===== src/rtl/isrc_sel_pkg.sv =====
package isrc_sel_pkg;

    localparam int SRC_COUNT   = 6;
    localparam int COARSE_BITS = 3;
    localparam int FINE_BITS   = 4;

    typedef enum logic [1:0] {
        RT_DUMMY = 2'b00,
        RT_Q1    = 2'b01,
        RT_Q2    = 2'b10
    } route_e;

    typedef enum logic {
        MD_RATIO = 1'b0,
        MD_ABS   = 1'b1
    } mode_e;

    // Clamp a requested source count to the number available.
    function automatic int unsigned clamp_count(input int unsigned req,
                                                input int unsigned lim);
        return (req > lim) ? lim : req;
    endfunction

endpackage


===== src/rtl/isrc_dem_ptr.sv =====
module isrc_dem_ptr #(
    parameter int N_SRC = isrc_sel_pkg::SRC_COUNT,
    localparam int PW = $clog2(N_SRC)
) (
    input  logic          clk,
    input  logic          rst,
    input  logic          adv,
    output logic [PW-1:0] ptr
);
    localparam logic [PW-1:0] LAST = PW'(N_SRC - 1);

    always_ff @(posedge clk) begin
        if (rst) begin
            ptr <= '0;
        end else if (adv) begin
            ptr <= (ptr == LAST) ? '0 : ptr + 1'b1;
        end
    end
endmodule


===== src/rtl/isrc_ratio_map.sv =====
module isrc_ratio_map
    import isrc_sel_pkg::*;
#(
    parameter int N_SRC = SRC_COUNT,
    localparam int PW = $clog2(N_SRC)
) (
    input  logic [PW-1:0]          ptr,
    output logic [N_SRC-1:0][1:0]  rt
);
    for (genvar i = 0; i < N_SRC; i++) begin : g_src
        assign rt[i] = (ptr == PW'(i)) ? RT_Q1 : RT_Q2;
    end
endmodule


===== src/rtl/isrc_trim_map.sv =====
module isrc_trim_map
    import isrc_sel_pkg::*;
#(
    parameter int N_SRC    = SRC_COUNT,
    parameter int COARSE_W = COARSE_BITS,
    parameter int FINE_W   = FINE_BITS,
    localparam int NC = N_SRC - 1
) (
    input  logic [COARSE_W-1:0]    coarse,
    input  logic [FINE_W-1:0]      fine,
    output logic [N_SRC-1:0][1:0]  rt
);
    logic [COARSE_W:0] cnt;

    always_comb begin
        cnt = (COARSE_W+1)'(clamp_count(int'(coarse), NC));
    end

    for (genvar i = 0; i < NC; i++) begin : g_coarse
        assign rt[i] = ((COARSE_W+1)'(i) < cnt) ? RT_Q1 : RT_DUMMY;
    end

    assign rt[NC] = (fine != '0) ? RT_Q1 : RT_DUMMY;
endmodule


===== src/rtl/isrc_route_sel.sv =====
module isrc_route_sel
    import isrc_sel_pkg::*;
#(
    parameter int N_SRC    = SRC_COUNT,
    parameter int COARSE_W = COARSE_BITS,
    parameter int FINE_W   = FINE_BITS,
    localparam int PW = $clog2(N_SRC)
) (
    input  logic                 clk,
    input  logic                 rst,
    input  logic                 cyc_en,
    input  logic                 mode_abs,
    input  logic [COARSE_W-1:0]  coarse_code,
    input  logic [FINE_W-1:0]    fine_code,
    output logic [2*N_SRC-1:0]   route_sel,
    output logic [FINE_W-1:0]    fine_dac
);
    logic [PW-1:0]          ptr;
    logic [N_SRC-1:0][1:0]  ratio_rt;
    logic [N_SRC-1:0][1:0]  trim_rt;
    logic [N_SRC-1:0][1:0]  route_q;
    logic [FINE_W-1:0]      dac_q;
    mode_e                  mode_q;
    logic                   rot_adv;

    assign rot_adv = cyc_en && !mode_abs;

    isrc_dem_ptr #(.N_SRC(N_SRC)) u_ptr (
        .clk (clk),
        .rst (rst),
        .adv (rot_adv),
        .ptr (ptr)
    );

    isrc_ratio_map #(.N_SRC(N_SRC)) u_ratio (
        .ptr (ptr),
        .rt  (ratio_rt)
    );

    isrc_trim_map #(.N_SRC(N_SRC), .COARSE_W(COARSE_W), .FINE_W(FINE_W)) u_trim (
        .coarse (coarse_code),
        .fine   (fine_code),
        .rt     (trim_rt)
    );

    always_ff @(posedge clk) begin
        if (rst) begin
            route_q <= '0;
            dac_q   <= '0;
            mode_q  <= MD_RATIO;
        end else if (cyc_en) begin
            mode_q <= mode_e'(mode_abs);
            if (mode_abs) begin
                route_q <= trim_rt;
                dac_q   <= fine_code;
            end else begin
                route_q <= ratio_rt;
                dac_q   <= '0;
            end
        end
    end

    assign route_sel = route_q;
    assign fine_dac  = dac_q;
endmodule


===== config.mk =====
export PLATFORM = sky130hd
export DESIGN_NAME = isrc_route_sel
export DESIGN_NICKNAME = d
export VERILOG_FILES = /design/src/rtl/isrc_sel_pkg.sv /design/src/rtl/isrc_dem_ptr.sv /design/src/rtl/isrc_ratio_map.sv /design/src/rtl/isrc_trim_map.sv /design/src/rtl/isrc_route_sel.sv
export SDC_FILE = /design/constraint.sdc
export NUM_CORES = 1
export LEC_CHECK = 0
export CORE_UTILIZATION = 30
export CTS_BUF_LIST = sky130_fd_sc_hd__clkbuf_2 sky130_fd_sc_hd__clkbuf_4 sky130_fd_sc_hd__clkbuf_8
export DETAILED_ROUTE_END_ITERATION = 6
export PLACE_DENSITY = 0.66
export SYNTH_ARGS = -nofsm -noshare
export SYNTH_HDL_FRONTEND = slang
export SYNTH_HIERARCHICAL = 1
export SYNTH_SLANG_ARGS = --single-unit

===== constraint.sdc =====
create_clock -name clk -period 1.2 [get_ports clk]
set_input_delay 0.24 -clock clk [delete_from_list [all_inputs] [get_ports clk]]
set_output_delay 0.24 -clock clk [all_outputs]
set_load 0.01 [all_outputs]

==> results of run 1 <==
## layout make-up
class / instances / area, µm²
clock buffers: 4 / 30.0
fillers: 328 / 1720
multi-input cells: 80 / 554
flip-flops and latches: 19 / 390
well taps: 44 / 55.1
repair buffers: 43 / 403
## final timing paths
kind,startpoint,end,slack (ns),depth (start not counted)
setup / recovery,u_ptr/ptr[2]$_SDFFE_PP0P_,route_sel[9]$_SDFFE_PP0P_,0.04,4
hold / removal,fine_code[3],fine_dac[3]$_SDFFE_PP0P_,0.38,3
setup reg to reg,u_ptr/ptr[2]$_SDFFE_PP0P_,route_sel[9]$_SDFFE_PP0P_,0.04,4
hold reg to reg,fine_dac[3]$_SDFFE_PP0P_,fine_dac[3]$_SDFFE_PP0P_,0.47,2
## where the power goes
part	total, mW	internal (mW)	switching [mW]
sequential	0.691	0.667	0.0234
combinational	0.296	0.163	0.133
clock	0.341	0.152	0.190
## registers in the layout, summed over array words and instances (netlist names)
signal and flops:
fine_dac 4, route_sel 12, u_ptr/ptr 3
## layout by cell type, fill, tap and decap left out, types with 6 or more instances in the layout
cell type         n
dlygate4sd2_1    17
dfxtp_1          15
nor2_1           13
mux2i_1          12
a211oi_1         12
buf_4            12
clkdlybuf4s50_1   7
a21oi_1           6
conb_1            6
## cell families (layout without fill, tap and decap cells)
group                     after synthesis  count (layout)  synth area share, %
and+or+nand+nor                        39              39                 22.9
AOI/OAI and AO/OA                      22              22                 15.0
DFF                                    19              19                 36.7
buffers and inverters                  17              47                 12.6
muxes                                  12              12                 11.6
other                                   1               6                0.362
xor gates and xnor gates                1               1                0.846
## layer usage
layer | share of wire (%) | vias up | global-route usage [%]
met2 | 49 | 14 | 22.8
met4 | 0.46 | 0 | 2.92
li1 | - | 449 | -
met5 | 0 | - | 0
met3 | 4.1 | 2 | 2.56
met1 | 46 | 393 | 15.2
## stage by stage
stage          TNS (ns)  power, mW  worst slack (ns)  hold slack [ns]  cells
6_report              0       1.33            0.0370            0.381    190
5_1_grt         -0.0489       1.41           -0.0204            0.381    190
4_1_cts               0       1.34            0.0158            0.372    188
3_5_place_dp      -2.90       1.03            -0.360            0.466    184
3_3_place_gp      -2.83       1.02            -0.313            0.454    184
2_1_floorplan         0      0.884            0.0447            0.309    116
## worst max-delay path, cell delays in order, from the launching register on
cell and delay [ns]:
dfxtp_4 0.40, buf_6 0.11, or3b_1 0.34, mux2i_1 0.13, a211oi_1 0.08
## what timing repair did
item / in CTS / in global routing
cloned: 0 / 0
setup buffers: 0 / 2
setup endpoints to repair: 23 / 8
resized for setup: 21 / 13
pin swaps: 2 / 4
==> results.yml, run 1 <==
pwr:
  p_leak_nw: 0.641
  powerDensity_mw_per_mm2: 927
  ir_drop_mv: 0.270
detailed_routing:
  wirelength_um: 2170
  remaining_drc_errors: 0
  vias_per_cell: 4.52
  drt_iter0_drc: 24
  vias: 858
  ant_nets: 0
  drt_first_pass_iters: 3
  wl_per_cell_um: 11.4
global_route:
  grt_pass1_wl_um: 3510
  grt_max_degree: 33
  track_usage_pct: 12.6
  grt_overflow: 0
  antenna_found_initial: 0
  grt_pass1_vias: 813
hold_path:
  hold_path_class: "in -> reg"
die:
  die_y_um: 60.8
  std_cell_rows: 20
  pin_count: 27
  die_x_um: 60.8
  start_util_pct: 32.9
  die-area_mm2: 0.00369
  core-area_mm2: 0.00315
layout:
  nNetsFinal: 158
  area_growth_pct: 38.3
  final_layout_size_suffix_gt1_share_pct: 21.2
  antennaDiodeCount: 0
  final_cell_area_mm2: 0.00143
  final_util_pct: 45.4
cts:
  clkTransAtPathRegs_ns: 0.11
  cts_tree: "yes"
  root_buffer: "clkbuf_4"
  postCtsHoldBufs: 0
  clk-insertion-delay-late_ns: 0.29
  numCtsBuffers: 3
  ctsLongestPathBuffers: 2
  cts.sinks: 19
  htree_num_levels: 1
sta:
  finalHoldViolations: 0
  fin_crit_ns: 1.16
  rsz0062_at_grt: "yes"
  setup_viol: 0
  drv_slew: 0
  finClkSkew_ns: 0.00604
  fmax_mhz: 860
  min_period_over_period_pct: 96.9
critical_path:
  critPathRequiredTime_ns: 1.39
  crit_fanout: 7
  crit_type: "reg -> reg"
  cp-start-kind: "register"
  cp.arrival_ns: 1.35
  cp-end-kind: "register"
synth:
  netlist_area_mm2: 0.00104
  yosysUniqueCellTypes: 29
  synthTopCellsByArea: "dfxtp_1, mux2i_1, a211oi_1"
  synth_cells: 111
  synth-async-reset-ratio_pct: 0
  yosysMostFrequentCell: "dfxtp_1"
  yosys-top-cells-count: "dfxtp_1, nor2_1, a211oi_1, mux2i_1"
  ys.flop_type: "dfxtp_1"
  synth_seq_area_share_pct: 36.7
  synth_top_area_share_pct: 36.7
  synth-edff-count: 0
  synth.largest_area_cell: "dfxtp_1"
  ys_seq_elements: 19
  ys_warn_count: 6
  synth_area_per_cell_um2: 9.33
placed_design:
  io_buffers: 26
  gp_congestion: 0.737
  placed_area_mm2: 0.00138
  dp_hpwl_um: 1570
run:
  cap_violations: 0
run_status:
  status: "complete, no violations"
(Power assumes the default switching activity.)
==> run 2: changes to the inputs <==
Settings changed: TNS_END_PERCENT set to 100.
==> results of run 2 <==
The final DEF is identical to that of run 1; final timing and power are the same.
==> run 3: changes to the inputs <==
Settings changed: CORE_MARGIN set to 3, PLACE_DENSITY 0.66 to not set, PLACE_DENSITY_LB_ADDON set to 0.1.
==> results.yml, run 3 (synthesis gave the netlist of run 1 again) <==
layout:
  final_cell_mix: "buf_4, dfxtp_1, nor2_1, mux2i_1, a211oi_1"
  finalNonFillerCells: 195
  final_cell_area_mm2: 0.00151
  area_growth_pct: 45.3
  n_fill_cell: 325
  largest_reg_flops: 12
  final_layout_size_suffix_gt1_share_pct: 25.8
  layout_commonest_cell: "buf_4"
  antennaDiodeCount: 0
  nNetsFinal: 163
  final_util_pct: 47.4
placed_design:
  placed_area_mm2: 0.00139
  gp_congestion: 0.677
  dp_hpwl_um: 1590
  dp_cells: 185
  io_buffers: 26
  dp_slack_ns: -0.337
detailed_routing:
  wl_per_cell_um: 11.7
  ant_nets: 0
  wirelength_um: 2280
  drt_first_pass_iters: 4
  vias: 873
  remaining_drc_errors: 0
  drt_iter0_drc: 14
  vias_per_cell: 4.48
sta:
  fin_ws_ns: 0.0255
  min_period_over_period_pct: 97.9
  drv_slew: 0
  fin_crit_ns: 1.17
  finalHoldViolations: 0
  rsz0062_at_grt: "yes"
  fmax_mhz: 851
  holdWs_ns: 0.267
  setup-tns-final_ns: 0
  setup_viol: 0
  finClkSkew_ns: 0.00449
pwr:
  p_leak_nw: 0.657
  pwr-share-comb_pct: 23.8
  intPower_mw: 1.01
  power_mw: 1.37
  switching_share_pct: 26.4
  switchingPower_mw: 0.362
  seq_power_share_pct: 50.6
  ir_drop_mv: 0.314
  clockPowerShare_pct: 25.7
  powerDensity_mw_per_mm2: 912
run:
  cap_violations: 0
die:
  pin_count: 27
  die_x_um: 64.8
  std_cell_rows: 20
  start_util_pct: 32.6
  die_y_um: 64.8
  core-area_mm2: 0.00318
  die-area_mm2: 0.00419
critical_path:
  cpPeakStageDelay_ns: 0.39
  path_cells: "buf_12 -> or3b_1 -> mux2i_1 -> a211oi_1"
  crit_fanout: 6
  slowest_stage: "dfxtp_4"
  cp.arrival_ns: 1.37
  cp-end-kind: "register"
  critPathRequiredTime_ns: 1.39
  crit_type: "reg -> reg"
  cp-start-kind: "register"
global_route:
  track_usage_pct: 11.8
  grt_pass1_wl_um: 3910
  grt_overflow: 0
  grt_max_degree: 20
  grt_pass1_vias: 847
  antenna_found_initial: 0
cts:
  htree_num_levels: 1
  ctsLongestPathBuffers: 2
  postCtsHoldBufs: 0
  clk-insertion-delay-late_ns: 0.30
  clkTransAtPathRegs_ns: 0.11
  cts.sinks: 19
  numCtsBuffers: 3
  cts_tree: "yes"
  root_buffer: "clkbuf_4"
run_status:
  status: "complete, no violations"
hold_path:
  hold_path_class: "in -> reg"
run 3: cell types whose count changed in the layout (fill, tap and decap cells not counted), sizes merged:
cell,change
clkbuf,+2
clkdlybuf4s15,+6
buf,+4
dlymetal6s2s,+1
dlygate4sd2,-9
clkdlybuf4s50,+1
run 3: per-layer routing:
layer / global-route usage (%) / vias up / share of wire (%) / wire, µm
met5: 0 / - / 0 / 0
met4: 5.54 / 0 / 0.92 / 21
met3: 2.43 / 2 / 3.9 / 90
met2: 18.5 / 14 / 46 / 1050
met1: 15.4 / 395 / 49 / 1120
li1: - / 462 / - / -
run 3: cell type report:
| type | count | area [µm²] | share of cell area (%) |
|---|---|---|---|
| Multi-Input combinational cell | 80 | 568 | 37.7 |
| Timing Repair Buffer | 48 | 463 | 30.8 |
| Sequential cell | 19 | 389 | 25.9 |
| Tap cell | 44 | 55.1 | 3.66 |
| Clock buffer | 4 | 30.0 | 2.00 |
run 3: final timing paths:
check | to | from | slack, ns | cells past startpoint
max | route_sel[5]$_SDFFE_PP0P_ | u_ptr/ptr[0]$_SDFFE_PP0P_ | 0.03 | 4
min | fine_dac[0]$_SDFFE_PP0P_ | fine_code[0] | 0.27 | 3
max reg2reg | route_sel[5]$_SDFFE_PP0P_ | u_ptr/ptr[0]$_SDFFE_PP0P_ | 0.03 | 4
min reg2reg | fine_dac[0]$_SDFFE_PP0P_ | fine_dac[0]$_SDFFE_PP0P_ | 0.47 | 2
run 3: what timing repair did:
item	CTS	global route
buffers inserted	0	5
endpoints found under the setup margin	19	17
gates cloned	0	1
resized for setup	20	20
endpoints found under the hold margin	0	0
pin swaps	2	8
run 3: worst max-delay path, delay by kind of cell, from the launching register on:
kind	cells	cell delay (ns)
buffers and inverters	1	0.13
multiplexers	1	0.13
flip-flops	1	0.39
AND/OR/NAND/NOR	1	0.34
AO/OA/AOI/OAI	1	0.08
run 3: power groups by stage:
stage	Combinational, mW	Sequential, mW	Clock [mW]
2_1_floorplan	0.160	0.724	0
3_3_place_gp	0.319	0.706	0
3_5_place_dp	0.321	0.708	0
4_1_cts	0.297	0.693	0.377
5_1_grt	0.359	0.701	0.410
6_report	0.326	0.694	0.352
